===== src/rtl/pwm_quad_pkg.sv =====
package pwm_quad_pkg;

    localparam int NUM_CH  = 4;
    localparam int CNT_W   = 16;
    localparam int PSC_W   = 14;
    localparam int ADDR_W  = 8;
    localparam int DATA_W  = 32;
    localparam int SLOT_LG = 4;

    localparam logic [3:0]        OFF_CTRL   = 4'h0;
    localparam logic [3:0]        OFF_HIGH   = 4'h4;
    localparam logic [3:0]        OFF_LENGTH = 4'h8;
    localparam logic [ADDR_W-1:0] GLOBAL_ADDR = 8'h3C;

    typedef struct packed {
        logic             run;
        logic [PSC_W-1:0] div;
        logic [CNT_W-1:0] high;
        logic [CNT_W-1:0] length;
    } ch_cfg_t;

    typedef struct packed {
        logic [CNT_W-1:0] high;
        logic [CNT_W-1:0] length;
    } shape_t;

    typedef enum logic [1:0] {
        SEL_CTRL,
        SEL_HIGH,
        SEL_LENGTH,
        SEL_NONE
    } reg_sel_e;

    function automatic reg_sel_e decode_offset(input logic [3:0] off);
        case (off)
            OFF_CTRL:   return SEL_CTRL;
            OFF_HIGH:   return SEL_HIGH;
            OFF_LENGTH: return SEL_LENGTH;
            default:    return SEL_NONE;
        endcase
    endfunction

    function automatic logic [DATA_W-1:0] pack_ctrl(input ch_cfg_t c);
        logic [DATA_W-1:0] w;
        w = '0;
        w[0] = c.run;
        w[PSC_W+1:2] = c.div;
        return w;
    endfunction

endpackage


===== src/rtl/pwm_quad_regs.sv =====
module pwm_quad_regs
    import pwm_quad_pkg::*;
#(
    parameter int N_CH   = NUM_CH,
    parameter int AW     = ADDR_W,
    parameter int DW     = DATA_W
) (
    input  logic          clk,
    input  logic          rst,
    input  logic [AW-1:0] addr,
    input  logic [DW-1:0] wdata,
    input  logic          we,
    output logic [DW-1:0] rdata,
    output ch_cfg_t       cfg [N_CH],
    output logic          global_run
);

    localparam int CH_LG = (N_CH > 1) ? $clog2(N_CH) : 1;

    logic [CH_LG-1:0] ch_idx;
    logic             in_range;
    logic             hit_global;
    reg_sel_e         sel;
    logic [DW-1:0]    rd_next;
    logic             unused_wbits;

    assign ch_idx     = addr[SLOT_LG +: CH_LG];
    assign in_range   = (addr >> (SLOT_LG + CH_LG)) == '0;
    assign hit_global = (addr == GLOBAL_ADDR);
    assign sel        = decode_offset(addr[3:0]);
    assign unused_wbits = ^wdata[DW-1:CNT_W];

    always_ff @(posedge clk) begin
        if (rst) begin
            global_run <= 1'b0;
        end else if (we && hit_global) begin
            global_run <= wdata[0];
        end
    end

    for (genvar i = 0; i < N_CH; i++) begin : g_ch_regs
        always_ff @(posedge clk) begin
            if (rst) begin
                cfg[i] <= '0;
            end else if (we && in_range && ch_idx == CH_LG'(i)) begin
                case (sel)
                    SEL_CTRL: begin
                        cfg[i].run <= wdata[0];
                        cfg[i].div <= wdata[PSC_W+1:2];
                    end
                    SEL_HIGH:   cfg[i].high   <= wdata[CNT_W-1:0];
                    SEL_LENGTH: cfg[i].length <= wdata[CNT_W-1:0];
                    default: ;
                endcase
            end
        end
    end

    always_comb begin
        rd_next = '0;
        if (hit_global) begin
            rd_next[0] = global_run;
        end else if (in_range) begin
            case (sel)
                SEL_CTRL:   rd_next = pack_ctrl(cfg[ch_idx]);
                SEL_HIGH:   rd_next[CNT_W-1:0] = cfg[ch_idx].high;
                SEL_LENGTH: rd_next[CNT_W-1:0] = cfg[ch_idx].length;
                default:    rd_next = '0;
            endcase
        end
    end

    always_ff @(posedge clk) begin
        if (rst) rdata <= '0;
        else     rdata <= rd_next;
    end

endmodule


===== src/rtl/pwm_quad_channel.sv =====
module pwm_quad_channel
    import pwm_quad_pkg::*;
#(
    parameter int CW = CNT_W,
    parameter int PW = PSC_W
) (
    input  logic          clk,
    input  logic          rst,
    input  logic          run,
    input  logic [PW-1:0] div,
    input  logic [CW-1:0] high_cfg,
    input  logic [CW-1:0] length_cfg,
    output logic          pwm_o
);

    logic [PW-1:0] div_cnt;
    logic [CW-1:0] cyc_cnt;
    shape_t        active;
    logic          step;
    logic          wrap;

    assign step = (div_cnt >= div);
    assign wrap = step && (({1'b0, cyc_cnt} + (CW+1)'(1)) >= {1'b0, active.length});

    always_ff @(posedge clk) begin
        if (rst || !run) begin
            div_cnt       <= '0;
            cyc_cnt       <= '0;
            active.high   <= high_cfg;
            active.length <= length_cfg;
        end else begin
            div_cnt <= step ? '0 : div_cnt + PW'(1);
            if (wrap) begin
                cyc_cnt       <= '0;
                active.high   <= high_cfg;
                active.length <= length_cfg;
            end else if (step) begin
                cyc_cnt <= cyc_cnt + CW'(1);
            end
        end
    end

    assign pwm_o = run && (cyc_cnt < active.high);

endmodule


===== src/rtl/pwm_quad_top.sv =====
module pwm_quad_top
    import pwm_quad_pkg::*;
#(
    parameter int N_CH = NUM_CH,
    parameter int AW   = ADDR_W,
    parameter int DW   = DATA_W
) (
    input  logic          clk,
    input  logic          rst,
    input  logic [AW-1:0] bus_addr,
    input  logic [DW-1:0] bus_wdata,
    input  logic          bus_we,
    output logic [DW-1:0] bus_rdata,
    output logic [N_CH-1:0] pwm_out
);

    ch_cfg_t         cfg [N_CH];
    logic            global_run;
    logic [N_CH-1:0] ch_run;

    pwm_quad_regs #(
        .N_CH(N_CH),
        .AW  (AW),
        .DW  (DW)
    ) u_regs (
        .clk       (clk),
        .rst       (rst),
        .addr      (bus_addr),
        .wdata     (bus_wdata),
        .we        (bus_we),
        .rdata     (bus_rdata),
        .cfg       (cfg),
        .global_run(global_run)
    );

    for (genvar i = 0; i < N_CH; i++) begin : g_ch
        assign ch_run[i] = global_run && cfg[i].run;

        pwm_quad_channel #(
            .CW(CNT_W),
            .PW(PSC_W)
        ) u_channel (
            .clk       (clk),
            .rst       (rst),
            .run       (ch_run[i]),
            .div       (cfg[i].div),
            .high_cfg  (cfg[i].high),
            .length_cfg(cfg[i].length),
            .pwm_o     (pwm_out[i])
        );
    end

endmodule


===== config.mk =====
export PLATFORM = sky130hd
export DESIGN_NAME = pwm_quad_top
export DESIGN_NICKNAME = d
export VERILOG_FILES = /design/src/rtl/pwm_quad_pkg.sv /design/src/rtl/pwm_quad_regs.sv /design/src/rtl/pwm_quad_channel.sv /design/src/rtl/pwm_quad_top.sv
export SDC_FILE = /design/constraint.sdc
export NUM_CORES = 1
export LEC_CHECK = 0
export BUFFER_PORTS_ARGS = -buffer_cell sky130_fd_sc_hd__buf_4
export CELL_PAD_IN_SITES_DETAIL_PLACEMENT = 1
export CELL_PAD_IN_SITES_GLOBAL_PLACEMENT = 2
export CORE_MARGIN = 3
export CORE_UTILIZATION = 36
export CTS_BUF_LIST = sky130_fd_sc_hd__clkbuf_16
export DETAILED_ROUTE_END_ITERATION = 12
export PLACE_DENSITY = 0.84
export SETUP_SLACK_MARGIN = 0.15
export SLEW_MARGIN = 20
export SYNTH_ARGS = -nofsm -noshare
export SYNTH_HDL_FRONTEND = slang
export SYNTH_SLANG_ARGS = --single-unit

===== constraint.sdc =====
create_clock -name clk -period 4 [get_ports clk]
set_clock_uncertainty 0.15 [all_clocks]
set_input_delay 0.4 -clock clk [delete_from_list [all_inputs] [get_ports clk]]
set_output_delay 0.4 -clock clk [all_outputs]
set_load 0.01 [all_outputs]

==> impl_metrics.yaml <==
die:
  start_util_pct: 36.6
  die_h_microns: 257
  ioPinCount: 79
  design.die.area_sq_um: 66100
  rows: 91
  die_w_microns: 257
  core_area_sq_um: 62100
synth:
  synth.area.top_cells: "dfxtp_1 29%, edfxtp_1 17%, ha_1 10%"
  yosys_warnings: 0
  yosysTopAreaCell: "dfxtp_1"
  ys.flop_type: "dfxtp_1"
  synth-edff-count: 128
  synth.avg_cell_area_sq_um: 9.20
  synthCells: 2466
  yosysSeqAreaShare_pct: 45.6
  async_flop_share_pct: 0
  synth_cell_types: 68
  ys_top_cells_by_count: "479 x nand2_1, 325 x dfxtp_1, 248 x a21oi_1"
  synth-seq-cells: 453
  syn_area_sq_um: 22700
  synth_most_common_cell: "nand2_1"
  synth_top_area_share_pct: 28.7
hold_path:
  min_path_type: "in2reg"
  hp-start: "bus_wdata[4]"
setup_path:
  path_cells: "ha_1 -> and3_2 -> and3_1 -> nand3_1 -> xnor2_1 -> ha_1 -> nand4_1 -> nor2_1 -> o311ai_1 -> and2_1 -> nand3_4 -> and2_1 -> buf_12"
  reg2reg_from: "g_ch[0].u_channel.cyc_cnt[1]"
  rrSetupSlack_ns: 0.36
  max_stage_delay_ns: 0.42
  start_kind: "register"
  cp.arrival_ns: 3.80
  reg2reg_depth: 13
  crit_end: "g_ch[0].u_channel.active[31]"
  crit_start: "g_ch[0].u_channel.cyc_cnt[1]"
  critical_path.top_delay_family: "simple AND/OR/NAND/NOR gates"
  end_kind: "register"
  cp_data_required_time_ns: 4.17
  critPathMaxFanout: 25
  r2r-end: "g_ch[0].u_channel.active[31]"
  critical_path_buf_inv_count: 1
  path_class: "reg2reg"
  path_depth: 13
  slowest_stage: "dfxtp_1"
sta:
  setup_slack_ns: 0.362
  rsz0062_at_grt: "false"
  worst-slew-pin-transition_ns: 0.982
  fmax_mhz: 275
  tns_ns: 0
  finalHoldViolCount: 0
  post-route-min-period_ns: 3.64
  maxSlewViolCount: 0
  setup_violations: 0
  relSlewSlack_pct: 34.5
  period_share_pct: 90.9
placed_design:
  place_congestion: 0.877
  post-place-ws_ns: -0.000372
  dp.final_hpwl_microns: 55700
  portBuffers: 46
grt:
  grt_max_degree: 102
  track_usage_pct: 22.7
  grt-ovfl-total: 0
  grt_pass1_vias: 18813
  grt_first_pass_wirelength_microns: 115000
  antenna_found_initial: 3
clocking:
  clk_pin_slew_ns: 0.07
  htree_levels: 2
  cts.sinks: 453
  cts_tree: "done"
  clock_latency_ns: 0.61
  clock_path_buffers: 3
  cts_root_buf: "clkbuf_16"
  cts_buffers: 51
pwr:
  leakagePower_nw: 9.48
  p_per_area_nw_per_um2: 378
  ir_worst_vdd_mv: 0.349
  p_total_mw: 9.81
route:
  vias_per_cell: 5.36
  firstDrtPassIters: 5
  drcViolationCount: 0
  antenna_left: 0
  vias: 18174
  finalWirelength_microns: 75800
  drt_iter0_drc: 1291
  wire_per_inst_microns: 22.3
cells_and_area:
  drive_gt1_share_pct: 10.1
  fin_nets: 2742
  areaGrowthSynthToFinish_pct: 14.2
  fillers: 7066
job:
  drv_cap: 0
run_status:
  status: "complete, no violations"
-- metal layers --
layer	GRT usage [%]	routed length, microns
met1	29.0	32100
met2	38.3	36500
met3	3.48	3830
met4	9.42	3340
met5	0	27
-- flip-flops by register name, summed over array words and instances (netlist names) --
register                cells
g_ch.u_channel.active     128
g_ch.u_channel.cyc_cnt     64
g_ch.u_channel.div_cnt     56
u_regs.cfg                188
u_regs.global_run           1
u_regs.rdata               16
-- cell type report --
class                      count  area (sq um)  share of cell area, %
clock buffer                  53          1330                   5.12
multi-input combinational   1710         11200                   43.2
timing repair buffer         106           895                   3.45
antenna                        1          2.50                0.00965
inverter                     189           709                   2.74
sequential                   453         10400                   39.9
clock inverter                43           403                   1.55
tap                          837          1050                   4.04
-- worst min-delay path by stage --
stage / cells after the start / slack, ns / end
floorplan: 0 / 0.27 / g_ch[2].u_channel.active[0]
global placement: 0 / 0.29 / g_ch[1].u_channel.active[5]
detailed placement: 0 / 0.30 / g_ch[1].u_channel.active[4]
CTS: 3 / 0.02 / u_regs.cfg[51]
global route: 3 / 0.04 / u_regs.cfg[62]
finish: 3 / 0.04 / u_regs.cfg[51]
-- kinds of logic (layout without fill, tap and decap cells) --
family                   Yosys count  in the layout  share of synthesized area, %
AO/OA/AOI/OAI                    392            394                          10.0
XOR/XNOR                         147            147                          5.67
adder cells (fa/ha/maj)          188            188                          10.4
buffers and inverters            320            391                          5.76
flip-flops                       453            453                          45.6
multiplexers                      51             51                          4.84
other                              1             17                        0.0165
AND/OR/NAND/NOR                  914            914                          17.7
-- through the flow --
stage          instances  area [sq um]  hold slack, ns  util [%]
6_report            3392         25900          0.0436      41.8
5_1_grt             3391         25900          0.0363      41.8
4_1_cts             3385         25800          0.0191      41.6
3_5_place_dp        3283         24000           0.300      38.7
3_3_place_gp        3283         24000           0.291      38.7
2_1_floorplan       2481         22700           0.275         -
-- cells in the final DEF, fill, tap and decap left out, drive strengths merged, types with 53 or more instances in the layout --
master,synthesis,final
a21oi,249,249
xnor2,79,79
nand3,75,75
ha,188,188
edfxtp,128,128
dfxtp,325,325
clkbuf,87,53
xor2,68,68
nand2,479,479
nor2,190,190
inv,189,198
buf,44,101
-- power breakdown --
part	internal (mW)	switching, mW	total [mW]
logic	0.0577	0.177	0.235
registers	4.69	0.00392	4.70
clock network	2.81	2.06	4.87
-- worst register-to-register path, cell delays in order (launching register included) --
cell and delay [ns]:
dfxtp_1 0.42, ha_1 0.29, and3_2 0.30, and3_1 0.26, nand3_1 0.11, xnor2_1 0.17
ha_1 0.31, nand4_1 0.08, nor2_1 0.19, o311ai_1 0.18, and2_1 0.28, nand3_4 0.20
and2_1 0.21, buf_12 0.20
-- repair_timing --
item                                    4_1_cts  5_1_grt
hold buffers                                  5        0
gates cloned                                  1        1
buffers inserted                              0        4
pin swaps                                     2        4
resized for setup                             1        9
hold endpoints to repair                     34        0
endpoints found under the setup margin       27      180
(Power assumes the default switching activity.)
